--- config.mk ---
export PLATFORM = sky130hd
export DESIGN_NAME = tbc_ctrl
export DESIGN_NICKNAME = d
export VERILOG_FILES = /design/src/rtl/tbc_pkg.sv /design/src/rtl/tbc_compactor.sv /design/src/rtl/tbc_stack.sv /design/src/rtl/tbc_barrier.sv /design/src/rtl/tbc_ctrl.sv
export SDC_FILE = /design/constraint.sdc
export NUM_CORES = 1
export LEC_CHECK = 0
export BUFFER_PORTS_ARGS = -buffer_cell sky130_fd_sc_hd__buf_2
export CORE_ASPECT_RATIO = 1.25
export CORE_MARGIN = 2
export CORE_UTILIZATION = 40
export CTS_CLUSTER_SIZE = 25
export DETAILED_ROUTE_END_ITERATION = 8
export GPL_TIMING_DRIVEN = 0
export PLACE_DENSITY = 0.61
export SLEW_MARGIN = 5
export SYNTH_ARGS = -nofsm -noshare
export SYNTH_HDL_FRONTEND = slang
export SYNTH_SLANG_ARGS = --single-unit
export TNS_END_PERCENT = 5
--- constraint.sdc ---
create_clock -name clk_i -period 6.3 [get_ports clk_i]
set_input_delay 0.315 -clock clk_i [delete_from_list [all_inputs] [get_ports clk_i]]
set_output_delay 0.315 -clock clk_i [all_outputs]
set_load 0.03 [all_outputs]
--- src/rtl/tbc_pkg.sv ---
package tbc_pkg;
  typedef enum logic [2:0] {
    STK_HOLD,
    STK_INIT,
    STK_JUMP,
    STK_SPLIT,
    STK_POP
  } stk_op_e;
endpackage

--- src/rtl/tbc_compactor.sv ---
module tbc_compactor #(
  parameter int NW    = 3,
  parameter int NL    = 4,
  parameter int WID_W = 2,
  parameter int CNT_W = 2
) (
  input  logic [NW*NL-1:0]                     mask_i,
  output logic [NW-1:0][NL-1:0]                act_o,
  output logic [NW-1:0][NL-1:0][WID_W-1:0]     src_o,
  output logic [CNT_W-1:0]                     cnt_o
);
  // slot k of lane l takes the k-th active thread of that column
  always_comb begin : p_pack
    logic [CNT_W-1:0] seen;
    act_o = '0;
    src_o = '0;
    for (int l = 0; l < NL; l++) begin
      seen = '0;
      for (int w = 0; w < NW; w++) begin
        if (mask_i[w*NL+l]) begin
          for (int k = 0; k < NW; k++) begin
            if (seen == CNT_W'(k)) begin
              act_o[k][l] = 1'b1;
              src_o[k][l] = WID_W'(w);
            end
          end
          seen = seen + CNT_W'(1);
        end
      end
    end
  end

  always_comb begin : p_count
    logic [CNT_W-1:0] col;
    cnt_o = '0;
    for (int l = 0; l < NL; l++) begin
      col = '0;
      for (int w = 0; w < NW; w++) col = col + CNT_W'(mask_i[w*NL+l]);
      if (col > cnt_o) cnt_o = col;
    end
  end
endmodule

--- src/rtl/tbc_stack.sv ---
module tbc_stack
  import tbc_pkg::*;
#(
  parameter int DEPTH = 8,
  parameter int PC_W  = 8,
  parameter int NT    = 12,
  parameter int DW    = 4
) (
  input  logic            clk_i,
  input  logic            rst_ni,
  input  stk_op_e         op_i,
  input  logic [PC_W-1:0] pc_a_i,
  input  logic [PC_W-1:0] pc_b_i,
  input  logic [PC_W-1:0] pc_c_i,
  input  logic [NT-1:0]   nt_mask_i,
  input  logic [NT-1:0]   tk_mask_i,
  output logic [PC_W-1:0] top_pc_o,
  output logic [PC_W-1:0] top_rpc_o,
  output logic [NT-1:0]   top_mask_o,
  output logic [DW-1:0]   depth_o
);
  logic [DEPTH-1:0][PC_W-1:0] pc_q;
  logic [DEPTH-1:0][PC_W-1:0] rpc_q;
  logic [DEPTH-1:0][NT-1:0]   mask_q;
  logic [DW-1:0]              depth_q;

  always_ff @(posedge clk_i or negedge rst_ni) begin
    if (!rst_ni) begin
      pc_q    <= '0;
      rpc_q   <= '0;
      mask_q  <= '0;
      depth_q <= '0;
    end else begin
      unique case (op_i)
        STK_INIT: begin
          depth_q   <= DW'(1);
          pc_q[0]   <= pc_a_i;
          rpc_q[0]  <= '1;
          mask_q[0] <= '1;
        end
        STK_JUMP: begin
          for (int i = 0; i < DEPTH; i++)
            if (DW'(i) + DW'(1) == depth_q) pc_q[i] <= pc_a_i;
        end
        STK_SPLIT: begin
          for (int i = 0; i < DEPTH; i++) begin
            if (DW'(i) + DW'(1) == depth_q) pc_q[i] <= pc_a_i;
            if (DW'(i) == depth_q) begin
              pc_q[i]   <= pc_b_i;
              rpc_q[i]  <= pc_a_i;
              mask_q[i] <= nt_mask_i;
            end
            if (DW'(i) == depth_q + DW'(1)) begin
              pc_q[i]   <= pc_c_i;
              rpc_q[i]  <= pc_a_i;
              mask_q[i] <= tk_mask_i;
            end
          end
          depth_q <= depth_q + DW'(2);
        end
        STK_POP:  depth_q <= depth_q - DW'(1);
        default: ;
      endcase
    end
  end

  always_comb begin
    top_pc_o   = '0;
    top_rpc_o  = '0;
    top_mask_o = '0;
    for (int i = 0; i < DEPTH; i++) begin
      if (DW'(i) + DW'(1) == depth_q) begin
        top_pc_o   = pc_q[i];
        top_rpc_o  = rpc_q[i];
        top_mask_o = mask_q[i];
      end
    end
  end

  assign depth_o = depth_q;
endmodule

--- src/rtl/tbc_barrier.sv ---
module tbc_barrier #(
  parameter int NW    = 3,
  parameter int NL    = 4,
  parameter int WID_W = 2
) (
  input  logic                             clk_i,
  input  logic                             rst_ni,
  input  logic                             clear_i,
  input  logic [NW-1:0]                    slot_valid_i,
  input  logic [NW-1:0][NL-1:0]            act_i,
  input  logic [NW-1:0][NL-1:0][WID_W-1:0] src_i,
  input  logic                             br_valid_i,
  input  logic [WID_W-1:0]                 br_slot_i,
  input  logic [NL-1:0]                    br_taken_i,
  input  logic                             rc_valid_i,
  input  logic [WID_W-1:0]                 rc_slot_i,
  output logic [NW-1:0]                    arrived_o,
  output logic                             br_done_o,
  output logic                             rc_done_o,
  output logic [NW*NL-1:0]                 taken_o
);
  logic [NW-1:0]    arrived_q, br_sel, rc_sel, arr_nx;
  logic [NW*NL-1:0] taken_q;
  logic             is_br_q;  // kind of the partly filled barrier
  logic             br_ok, rc_ok;

  always_comb begin
    br_sel = '0;
    rc_sel = '0;
    for (int k = 0; k < NW; k++) begin
      br_sel[k] = (br_slot_i == WID_W'(k));
      rc_sel[k] = (rc_slot_i == WID_W'(k));
    end
    br_ok = br_valid_i && |(br_sel & slot_valid_i & ~arrived_q) &&
            (arrived_q == '0 || is_br_q);
    rc_ok = !br_ok && rc_valid_i && |(rc_sel & slot_valid_i & ~arrived_q) &&
            (arrived_q == '0 || !is_br_q);
    arr_nx = arrived_q | (br_ok ? br_sel : '0) | (rc_ok ? rc_sel : '0);
    br_done_o = br_ok && (arr_nx == slot_valid_i);
    rc_done_o = rc_ok && (arr_nx == slot_valid_i);

    // scatter the slot's lane outcomes back to home threads
    taken_o = taken_q;
    if (br_ok) begin
      for (int k = 0; k < NW; k++)
        for (int l = 0; l < NL; l++)
          for (int w = 0; w < NW; w++)
            if (br_sel[k] && act_i[k][l] && src_i[k][l] == WID_W'(w))
              taken_o[w*NL+l] = br_taken_i[l];
    end
  end

  always_ff @(posedge clk_i or negedge rst_ni) begin
    if (!rst_ni) begin
      arrived_q <= '0;
      taken_q   <= '0;
      is_br_q   <= 1'b0;
    end else if (clear_i || br_done_o || rc_done_o) begin
      arrived_q <= '0;
      taken_q   <= '0;
      is_br_q   <= 1'b0;
    end else if (br_ok) begin
      arrived_q <= arr_nx;
      taken_q   <= taken_o;
      is_br_q   <= 1'b1;
    end else if (rc_ok) begin
      arrived_q <= arr_nx;
      is_br_q   <= 1'b0;
    end
  end

  assign arrived_o = arrived_q;
endmodule

--- src/rtl/tbc_ctrl.sv ---
module tbc_ctrl
  import tbc_pkg::*;
#(
  parameter int  NW    = 3,
  parameter int  NL    = 4,
  parameter int  PC_W  = 8,
  parameter int  DEPTH = 8,
  localparam int WID_W = (NW > 1) ? $clog2(NW) : 1,
  localparam int CNT_W = $clog2(NW + 1),
  localparam int DW    = $clog2(DEPTH + 1),
  localparam int NT    = NW * NL
) (
  input  logic                             clk_i,
  input  logic                             rst_ni,
  input  logic                             start_i,
  input  logic [PC_W-1:0]                  start_pc_i,
  input  logic                             br_valid_i,
  input  logic [WID_W-1:0]                 br_slot_i,
  input  logic [NL-1:0]                    br_taken_i,
  input  logic [PC_W-1:0]                  br_target_i,
  input  logic [PC_W-1:0]                  br_fall_i,
  input  logic [PC_W-1:0]                  br_reconv_i,
  input  logic                             rc_valid_i,
  input  logic [WID_W-1:0]                 rc_slot_i,
  output logic [NW-1:0]                    slot_valid_o,
  output logic [NW-1:0][NL-1:0]            slot_act_o,
  output logic [NW-1:0][NL-1:0][WID_W-1:0] slot_src_o,
  output logic [CNT_W-1:0]                 warp_cnt_o,
  output logic [PC_W-1:0]                  top_pc_o,
  output logic [PC_W-1:0]                  top_rpc_o,
  output logic [NT-1:0]                    top_mask_o,
  output logic [DW-1:0]                    depth_o,
  output logic                             busy_o,
  output logic [NW-1:0]                    arrived_o
);
  stk_op_e         op;
  logic [PC_W-1:0] pc_a, pc_b, pc_c;
  logic [NT-1:0]   nt_mask, tk_mask, taken;
  logic            br_done, rc_done, launch;

  tbc_stack #(.DEPTH(DEPTH), .PC_W(PC_W), .NT(NT), .DW(DW)) u_stack (
    .clk_i, .rst_ni,
    .op_i(op), .pc_a_i(pc_a), .pc_b_i(pc_b), .pc_c_i(pc_c),
    .nt_mask_i(nt_mask), .tk_mask_i(tk_mask),
    .top_pc_o, .top_rpc_o, .top_mask_o, .depth_o
  );

  tbc_compactor #(.NW(NW), .NL(NL), .WID_W(WID_W), .CNT_W(CNT_W)) u_pack (
    .mask_i(top_mask_o), .act_o(slot_act_o), .src_o(slot_src_o), .cnt_o(warp_cnt_o)
  );

  tbc_barrier #(.NW(NW), .NL(NL), .WID_W(WID_W)) u_bar (
    .clk_i, .rst_ni, .clear_i(launch),
    .slot_valid_i(slot_valid_o), .act_i(slot_act_o), .src_i(slot_src_o),
    .br_valid_i, .br_slot_i, .br_taken_i, .rc_valid_i, .rc_slot_i,
    .arrived_o, .br_done_o(br_done), .rc_done_o(rc_done), .taken_o(taken)
  );

  for (genvar k = 0; k < NW; k++) begin : g_slot
    assign slot_valid_o[k] = |slot_act_o[k];
  end

  assign busy_o = (depth_o != '0);
  assign launch = start_i && !busy_o;

  always_comb begin
    op      = STK_HOLD;
    pc_a    = '0;
    pc_b    = '0;
    pc_c    = '0;
    tk_mask = top_mask_o & taken;
    nt_mask = top_mask_o & ~taken;
    if (launch) begin
      op   = STK_INIT;
      pc_a = start_pc_i;
    end else if (br_done) begin
      if (tk_mask == '0) begin
        op   = STK_JUMP;
        pc_a = br_fall_i;
      end else if (nt_mask == '0) begin
        op   = STK_JUMP;
        pc_a = br_target_i;
      end else begin
        op   = STK_SPLIT;
        pc_a = br_reconv_i;
        pc_b = br_fall_i;
        pc_c = br_target_i;
      end
    end else if (rc_done) begin
      op = STK_POP;
    end
  end
endmodule

Yosys cells after proc, flatten, opt, wreduce, memory -nomap -nowiden
Index checks and enable logic that the tools add are counted.

storage, ports and cells
  register bits after elaboration = 244
  input bits = 45
  output and inout bits = 77
  word-level logic and storage cells = 500

cells by class
  magnitude comparators = 4
  equality and inequality tests = 65
  reductions and logical operators = 117
  mux-type cells = 261
  add/sub/neg operators = 15
  bitwise logic cells = 10

operators by type and width
  cell                                           number
  two-way mux 8 bit                              68
  two-way mux 12 bit                             27
  case mux 56 bit (2 select lines)               1
  two-way mux 1 bit                              109
  two-way mux 2 bit                              44
  logical AND 1 bit                              56
  zero test 2 bit                                22
  == test 2 x 1 -> 1 bit, second input constant  18
  == test 2 bit, second input constant           18
  == test 3 x 4 -> 1 bit, first input constant   8
  AND 12 bit                                     2
  zero test 12 bit                               2
  two-way mux 3 bit                              8
  case mux 12 bit (2 select lines)               1
  case mux 8 bit (3 select lines)                1
  nonzero test 2 bit                             10
  == test 2 x 4 -> 1 bit, first input constant   4
  case mux 8 bit (2 select lines)                1
  AND reduction 2 bit                            8
  AND 3 bit                                      4
  NOT 12 bit                                     1
  case mux 4 bit (3 select lines)                1
  OR reduction 4 bit                             3
  nonzero test 3 bit                             3
  other kinds (25)                               52

Depth between registers and ports, before layout
Gate-level depths: netlist of run 1.

  depth after elaboration = 35
  mapped depth = 29
  depth with buffers taken out = 26

Hierarchy
Synthesis of run 1 repeated with hierarchy kept, for this count alone.

unflattened totals
  cells, all modules = 1850
  area, all modules = 17869.6 um2

by module, submodules not included
  module         area an instance (um2)  cells an instance  instances  sequential area each (um2)
  tbc_stack      14855.5                 1479               1          5705.5
  tbc_barrier    1437.6                  164                1          400.4
  tbc_compactor  820.8                   101                1          0.0
  tbc_ctrl       755.7                   106                1          0.0

Least setup slack after synthesis of run 1
Ideal clock, no wire load.

  path kind = reg-to-reg
  start = reg u_stack.depth_q[1], in the netlist u_stack.depth_o[1]
  end = reg u_stack.pc_q[16] (netlist name)
  setup slack = -0.645 ns
  setup time = 0.136 ns
  required time = 6.164 ns
  path buffers = 5
  cell stages (with the launch flop) = 24
  clock period less this slack = 6.945 ns
  arrival = 6.809 ns
  path through = dfrtp_1 inv_1 ha_1 clkbuf_1 clkbuf_1 nand2_1 clkbuf_1 o211ai_1 o21ai_0 o21ai_1 ha_1 nor3b_1 nor4_2 o21ai_1 nor2_2 o311ai_4 o22ai_1 a2111oi_4 a211oi_2 buf_4 a21boi_1 buf_2 o32ai_1 a21oi_1

RTL lines
  item                             RTL line         source
  from (decl)                      tbc_stack.sv:25  logic [DW-1:0] depth_q;
  from (signal assigned)           tbc_stack.sv:59  depth_q <= depth_q + DW'(2);
  from (signal assigned)           tbc_stack.sv:61  STK_POP: depth_q <= depth_q - DW'(1);
  to (signal, indexed assignment)  tbc_stack.sv:43  if (DW'(i) + DW'(1) == depth_q) pc_q[i] <= pc_a_i;
  to (signal, indexed assignment)  tbc_stack.sv:47  if (DW'(i) + DW'(1) == depth_q) pc_q[i] <= pc_a_i;
  to (signal, indexed assignment)  tbc_stack.sv:49  pc_q[i] <= pc_b_i;
  to (decl)                        tbc_stack.sv:22  logic [DEPTH-1:0][PC_W-1:0] pc_q;

Final worst setup path of run 1
  start = reg u_stack.depth_q[0], in the netlist u_stack.depth_o[0]
  end = reg u_stack.pc_q[22] (netlist name)

on the way
  cells in the longest elaborated chain, start to end = 35
  elaborated cells between the ends (all ways) = 329
  classes of those cells = 5 x add/sub; 52 x eq/ne; 176 x mux; 9 x bitwise; 87 x reduce/logical

RTL lines
  item                                                    RTL line                                  source
  == test 1 x 4 -> 1 bit                                  tbc_stack.sv:72                           if (DW'(i) + DW'(1) == depth_q) begin
  two-way mux 12 bit (8 in a row)                         tbc_stack.sv:72
  two-way mux 1 bit                                       tbc_compactor.sv:20                       if (mask_i[w*NL+l]) begin
  adder 1 x 1 -> 2 bit, or another cell as far along      tbc_compactor.sv:27                       seen = seen + CNT_W'(1);
  two-way mux 2 bit or two-way mux 1 bit (tied branches)  tbc_compactor.sv:20, tbc_compactor.sv:22
  == test 2 x 1 -> 1 bit, or another cell as far along    tbc_compactor.sv:22                       if (seen == CNT_W'(k)) begin
  two-way mux 1 bit                                       tbc_compactor.sv:22
  two-way mux 1 bit                                       tbc_compactor.sv:20
  [... 12 more ...]                                       n/a
  == test 3 bit                                           tbc_barrier.sv:39, tbc_barrier.sv:40
  logical AND 1 bit                                       tbc_barrier.sv:39                         br_done_o = br_ok && (arr_nx == slot_valid_i);
  two-way mux 8 bit                                       tbc_ctrl.sv:76                            end else if (br_done) begin
  two-way mux 8 bit                                       tbc_ctrl.sv:73                            if (launch) begin
  two-way mux 8 bit                                       tbc_stack.sv:43, tbc_stack.sv:47
  two-way mux 8 bit                                       tbc_stack.sv:48                           if (DW'(i) == depth_q) begin
  two-way mux 8 bit                                       tbc_stack.sv:53                           if (DW'(i) == depth_q + DW'(1)) begin
  case mux 56 bit (2 select lines)                        tbc_stack.sv:34                           unique case (op_i)

Parallel ways exist; a longest one is shown, timed or not.
A chain may end at the register's enable or synchronous reset.

==> run_results.csv, run 1 <==
group,metric,value,unit
logic_synthesis,synth_ff_type,"dfrtp_1",
logic_synthesis,yosysMostFrequentCell,"nand2_1",
route,vias,17600,
placement,io_buffers,103,
logic_synthesis,synth-edff-count,0,
pwr,ir_worst_vdd,1870,µV
clock_network,cts_buffer_depth,3,
timing,hold_violations,0,
route,totalWireLength,76400,µm
pwr,power.total,12.5,mW
timing,finClkSkew,21.4,ps
timing,fin_crit_sh,0.990,
grt,grt_util_all_layers,0.361,
logic_synthesis,synth_seq_area_share,0.384,
clock_network,clk_pin_slew,60,ps
timing,period_minus_slack,6240,ps
grt,grt_pass1_vias,17000,
logic_synthesis,synth_top_cell_by_area,"dfrtp_1",
clock_network,numCtsBuffers,28,
layout,drive_above_1_share,0.244,
logic_synthesis,ys_ff_latch,244,
clock_network,insertion_delay,590,ps
pwr,p_leak,8.40,nW
logic_synthesis,yosys.area.top_type_share,0.384,
layout,final_util,0.520,
route,drt-initial-drc-count,2249,
route,via_per_inst,6.52,
placement,post-place-ws,-2970,ps
worst_setup_path,cp.arrival,6690,ps
pwr,pwr_density_cell,611,nW/µm²
logic_synthesis,ys_types,96,
clock_network,clkSinkCount,244,
logic_synthesis,synthTopCellsByCount,"nand2_1, dfrtp_1, nor2_1, a21oi_1, o21ai_0",
clock_network,cts_tree,"yes",
layout,layout.nets,2264,
layout,fillers,3739,
layout,diodes,0,
worst_setup_path,crit_type,"register to register",
timing,relSlewSlack,0.0835,
worst_setup_path,r2r_end,"u_stack.pc_q[22]$_DFFE_PN0N_",
clock_network,clockRootBuffer,"clkbuf_16",
floorplanning,die_h,227,µm
hold_path,min_path_type,"input port to register",
placement,gp_congestion,1.00,
floorplanning,coreArea,39200,µm²
worst_setup_path,cp-start-kind,"register",
floorplanning,die-area,41400,µm²
worst_setup_path,crit_path_end_kind,"register",
timing,setup-violations-final,0,
logic_synthesis,syn_area,15900,µm²
timing,holdWs,28.3,ps
hold_path,hold_path_startpoint,"start_pc_i[4]",
layout,syn2layout_area_growth,28.1,%
logic_synthesis,syn_inst,1933,
floorplanning,die_width,182,µm
logic_synthesis,syn_area_per_cell,8.23,µm²
hold_path,holdPathStages,3,
worst_setup_path,crit_fanout,11,
job,maxCapViolCount,0,
logic_synthesis,synth_warnings,0,
grt,grt_pass1_wl,110000,µm
worst_setup_path,crit_path_max_incr_delay,470,ps
placement,hpwl,52700,µm
timing,worst_pin_slew,1370,ps
route,drt_first_pass_iters,5,
hold_path,whs_endpoint,"u_stack.pc_q[4]$_DFFE_PN0P_",
floorplanning,io_pins,122,
grt,grt_remaining_overflow,0,
worst_setup_path,rr_startpoint,"u_stack.depth_o[0]$_DFFE_PN0P_",
clock_network,htreeDepth,1,
route,route.detailed.drc,0,
worst_setup_path,r2r_slack,60,ps
logic_synthesis,synthArstFlopShare,1.00,
floorplanning,start_util,0.406,
grt,grt_max_degree,100,
timing,setup_ws,62.9,ps
grt,antenna_found_initial,0,
worst_setup_path,reg2regPathDepth,30,
route,route.antenna.remaining_nets,0,
worst_setup_path,cp_slowest_cell,"dfrtp_2",
placement,place_inst,2539,
timing,fmax,0.160,GHz
timing,slew_violations,0,
route,wire_per_inst,28.4,µm
layout,fin_cells,2696,
floorplanning,rows,81,
logic_synthesis,synthTopCellsByArea,"dfrtp_1, nand2_1, a21oi_1, nor2_1, o21ai_0",
worst_setup_path,cp.required,6760,ps
outcome,outcome,"completed",
## cell usage in the layout (no fill, tap or decap), drive strengths merged, types with 5 or more instances in the layout
master  Yosys  routed
buf        67     281
nand2     267     267
o21ai     245     246
dfrtp     244     244
nor2      211     211
a21oi     179     179
clkbuf     94     129
inv        60      58
nor3       54      54
a22o       41      41
ha         35      35
a22oi      34      34
o22ai      34      34
o31ai      28      28
mux2i      22      22
o221a      21      21
a31oi      21      21
a221o      21      21
a311oi     18      18
o221ai     17      17
o211ai     15      15
xnor2      13      13
nor2b      11      11
and2       11      11
o32ai      11      11
a21boi     11      11
nand3b      9       9
and3        9       9
nand3       9       9
a211oi      9       9
nand2b      8       8
a221oi      8       8
clkinv      0       7
o21a        7       7
or3         6       6
a32oi       6       6
o211a       6       6
nor4        6       6
a31o        5       5
a21o        5       5
## logic make-up (layout without fill, tap and decap cells)
logic type	after synthesis	after routing	synth area share
fa+ha+maj	39	39	0.0325
simple gates	614	614	0.170
xor+xnor	15	15	0.00825
buf+inv	221	482	0.0601
mux	27	27	0.0189
flops	244	244	0.384
other cells	1	4	0.000236
compound gates	772	773	0.327
## cell type report
cell class / count / area, µm² / share of cell area
Tap cell: 498 / 623 / 0.0306
Sequential cell: 244 / 6110 / 0.300
Inverter: 60 / 240 / 0.0118
Buffer: 158 / 1100 / 0.0540
Timing Repair Buffer: 216 / 1610 / 0.0787
Clock inverter: 9 / 110 / 0.00540
Clock buffer: 39 / 792 / 0.0388
Multi-Input combinational cell: 1472 / 9810 / 0.481
## what timing repair did
action,4_1_cts,5_1_grt
endpoints found under the setup margin,246,239
hold endpoints to repair,60,0
gates resized for setup,217,122
cloned,0,4
pin swaps,21,30
setup buffers,45,60
hold buffers,3,0
## flip-flops by register name, indices dropped and copies added, names as in the netlist
name,count
u_stack.mask_q,96
u_bar.taken_q,12
u_stack.rpc_q,64
u_bar.arrived_o,3
u_bar.is_br_q,1
u_stack.depth_o,4
u_stack.pc_q,64
## worst max-delay path by stage
stage | depth (start not counted) | start | endpoint | slack, ps
6_report | 30 | u_stack.depth_o[0]$_DFFE_PN0P_ | u_stack.pc_q[22]$_DFFE_PN0N_ | 60
5_1_grt | 29 | u_stack.depth_o[0]$_DFFE_PN0P_ | u_stack.pc_q[11]$_DFFE_PN0N_ | -70
2_1_floorplan | 28 | u_stack.depth_o[0]$_DFFE_PN0P_ | u_stack.pc_q[16]$_DFFE_PN0N_ | 20
4_1_cts | 28 | u_stack.depth_o[1]$_DFFE_PN0P_ | u_stack.pc_q[12]$_DFFE_PN0N_ | 0.8
3_5_place_dp | 26 | u_stack.depth_o[1]$_DFFE_PN0P_ | u_stack.rpc_q[31]$_DFFE_PN0P_ | -2970
3_3_place_gp | 26 | u_stack.depth_o[1]$_DFFE_PN0P_ | u_stack.rpc_q[31]$_DFFE_PN0P_ | -3060
## power by group
group	switching (mW)	internal (mW)	total (mW)
logic	5.70	3.00	8.70
registers	0.238	1.85	2.09
clock network	0.719	0.954	1.67
total	6.65	5.81	12.5
## through the flow
step | TNS (ps) | instance area, µm²
final | 0 | 20400
after global routing | -1780 | 20400
after CTS | 0 | 19300
after detailed placement | -594100 | 17200
after global placement | -605580 | 17100
after floorplan | 0 | 16000
## worst max-delay path: cells and delay by family (launching register included)
kind	cells	cell delay (ps)
muxes	1	260
AOI/OAI and AO/OA	16	2890
buffers and inverters	10	1780
adders and majority gates	2	400
and+or+nand+nor	1	280
DFF	1	470
## per-layer routing
| layer | track usage | vias to the layer above | share of wire |
|---|---|---|---|
| li1 | - | 7554 | - |
| met1 | 0.419 | 8427 | 0.36 |
| met4 | 0.287 | 0 | 0.093 |
| met2 | 0.587 | 1207 | 0.45 |
| met5 | 0 | - | 0 |
| met3 | 0.0696 | 386 | 0.095 |
Power figures use the tool's default switching activity.
==> run 2: changes to the inputs <==
==> constraint.sdc (replaced) <==
create_clock -name clk_i -period 5.3 [get_ports clk_i]
set_input_delay 0.265 -clock clk_i [delete_from_list [all_inputs] [get_ports clk_i]]
set_output_delay 0.265 -clock clk_i [all_outputs]
set_load 0.03 [all_outputs]
==> run 2 against run 1 <==
  * The flow now finishes with violations (negative setup slack)
  * Sequential cell count unchanged
  * Critical endpoint is now u_stack.pc_q[39]$_DFFE_PN0N_
  * Sequential share of layout area fell by 1.4 points
  * Non-clock buffer count increased by 39
  * Clock power is 23% higher
  * Sequential power increased by 19%
  * First-iteration DRC count decreased by 24%
  * Worst setup slack worse by 790 ps
  * Cell count is 1.5% higher
  * Fmax rose by 3.5%
  * Routed wire length increased by 1.1%
==> run_results.csv, run 2 (same netlist as run 1, synthesis figures left out) <==
group,metric,value,unit
grt,grt_pass1_wl,113000,µm
timing,finClkSkew,18.0,ps
pwr,p_leak,8.84,nW
floorplanning,die_width,182,µm
placement,hpwl,53900,µm
grt,grt_util_all_layers,0.369,
job,maxCapViolCount,0,
timing,fin_crit_sh,1.14,
floorplanning,start_util,0.406,
timing,holdWs,65.5,ps
grt,grt_pass1_vias,17500,
worst_setup_path,cp_slowest_cell,"dfrtp_2",
timing,fin_tns_setup,-132220,ps
floorplanning,rows,81,
pwr,pwr_density_cell,731,nW/µm²
layout,largest_reg_flops,96,
worst_setup_path,crit_path_end_kind,"register",
route,drt_first_pass_iters,9,
timing,setup_ws,-727,ps
worst_setup_path,crit_path_max_incr_delay,440,ps
layout,fillers,3668,
floorplanning,die_h,227,µm
worst_setup_path,crit_type,"register to register",
outcome,violations,"negative setup slack",
route,via_per_inst,6.48,
floorplanning,die-area,41400,µm²
floorplanning,io_pins,122,
timing,period_minus_slack,6030,ps
grt,grt_max_degree,116,
route,route.antenna.remaining_nets,0,
grt,grt_remaining_overflow,0,
timing,slew_violations,0,
hold_path,min_path_type,"input port to register",
timing,worst_pin_slew,1390,ps
pwr,ir_worst_vdd,2010,µV
route,drt-initial-drc-count,1715,
hold_path,hold_path_startpoint,"br_taken_i[3]",
placement,gp_congestion,1.01,
timing,grt_setup_unrepaired,"yes",
worst_setup_path,r2r_slack,-730,ps
route,totalWireLength,77300,µm
layout,final_common_cell,"nand2_1",
grt,antenna_found_initial,1,
clock_network,insertion_delay,580,ps
layout,top_register,"u_stack.mask_q",
route,vias,17700,
clock_network,numCtsBuffers,27,
layout,top_regs,"u_stack.mask_q (96), u_stack.pc_q (64), u_stack.rpc_q (64)",
outcome,outcome,"complete, but fails checks",
layout,drive_above_1_share,0.275,
worst_setup_path,cp.arrival,6510,ps
layout,layout.nets,2301,
worst_setup_path,crit_fanout,10,
worst_setup_path,cp-start-kind,"register",
clock_network,clockRootBuffer,"clkbuf_16",
timing,relSlewSlack,0.0719,
clock_network,cts_tree,"yes",
route,route.detailed.drc,0,
layout,mostFrequentLayoutCells,"nand2_1, dfrtp_1, nor2_1, a21oi_1, buf_4",
worst_setup_path,crit_start,"u_stack.depth_o[0]$_DFFE_PN0P_",
route,wire_per_inst,28.2,µm
clock_network,cts_buffer_depth,3,
clock_network,clk_pin_slew,70,ps
clock_network,clkSinkCount,244,
placement,io_buffers,103,
worst_setup_path,rr_startpoint,"u_stack.depth_o[0]$_DFFE_PN0P_",
timing,fmax,0.166,GHz
timing,hold_violations,0,
floorplanning,coreArea,39200,µm²
worst_setup_path,cp.required,5790,ps
clock_network,htreeDepth,1,
layout,syn2layout_area_growth,34.5,%
timing,setup-violations-final,239,
run 2: cell count changes in the layout (fill, tap and decap cells not counted), moves of 4 or more:
cell,previous run,this run
buf_6,32,27
buf_8,10,19
ha_1,27,22
o21ai_0,125,117
mux2i_4,10,16
inv_4,3,7
buf_4,114,136
buf_12,12,25
ha_2,0,6
o21ai_1,100,104
clkbuf_4,7,2
run 2: layer usage:
metal  GRT usage  up-vias  wire [µm]
met4       0.326        0       7930
met5           0        -          0
met2       0.596     1143      35100
met3      0.0675      423       6720
met1       0.423     8504      27600
li1            -     7658          -
run 2: critical path, delay by kind of cell (launching register included):
family                     cells  cell delay [ps]
buffers and inverters         10             1360
AOI/OAI and AO/OA             14             2860
DFF                            1              440
and+or+nand+nor                3              930
adders and majority gates      2              340
run 2: where the power goes:
part	switching, mW	leakage [nW]	internal, mW
clock network	0.859	0.457	1.19
logic	7.06	5.18	4.05
registers	0.282	3.21	2.20
total	8.20	8.84	7.43
run 2: repair_timing:
item                                    in CTS  in global routing
pin swaps                                   56                 36
hold buffers                                 4                  0
endpoints found under the setup margin     245                245
setup buffers                              102                 41
endpoints found under the hold margin       44                  0
gates cloned                                 6                  1
resized for setup                          268                 81
run 2: stage by stage:
step	util	setup WS, ps	instances	power [mW]	area, µm²
after CTS	0.530	-670	2697	14.7	20800
final	0.546	-727	2737	15.6	21400
after detailed placement	0.449	-2750	2539	11.2	17600
after global placement	0.447	-2750	2537	11.2	17500
after global routing	0.546	-862	2736	16.4	21400
after floorplan	-	-335	1936	8.36	16400
run 2: final cells by class:
class                           count  area [µm²]  share of cell area
Multi-Input combinational cell   1471       10100               0.473
Sequential cell                   244        6110               0.286
Timing Repair Buffer              257        2050              0.0959
Buffer                            156        1280              0.0600
Clock buffer                       39         791              0.0369
Tap cell                          498         623              0.0291
Inverter                           60         263              0.0123
Clock inverter                     11         153             0.00713
Antenna cell                        1        2.50            0.000117
run 2: final timing paths:
path,cells past startpoint,endpoint
max in group asynchronous,3,u_stack.rpc_q[61]$_DFFE_PN0P_
worst min register to register,2,u_stack.rpc_q[22]$_DFFE_PN0P_
worst min-delay path,3,u_bar.taken_q[11]$_DFFE_PN0P_
worst max register to register,29,u_stack.pc_q[39]$_DFFE_PN0N_
min in group asynchronous,2,u_stack.pc_q[3]$_DFFE_PN0P_
worst max-delay path,29,u_stack.pc_q[39]$_DFFE_PN0N_
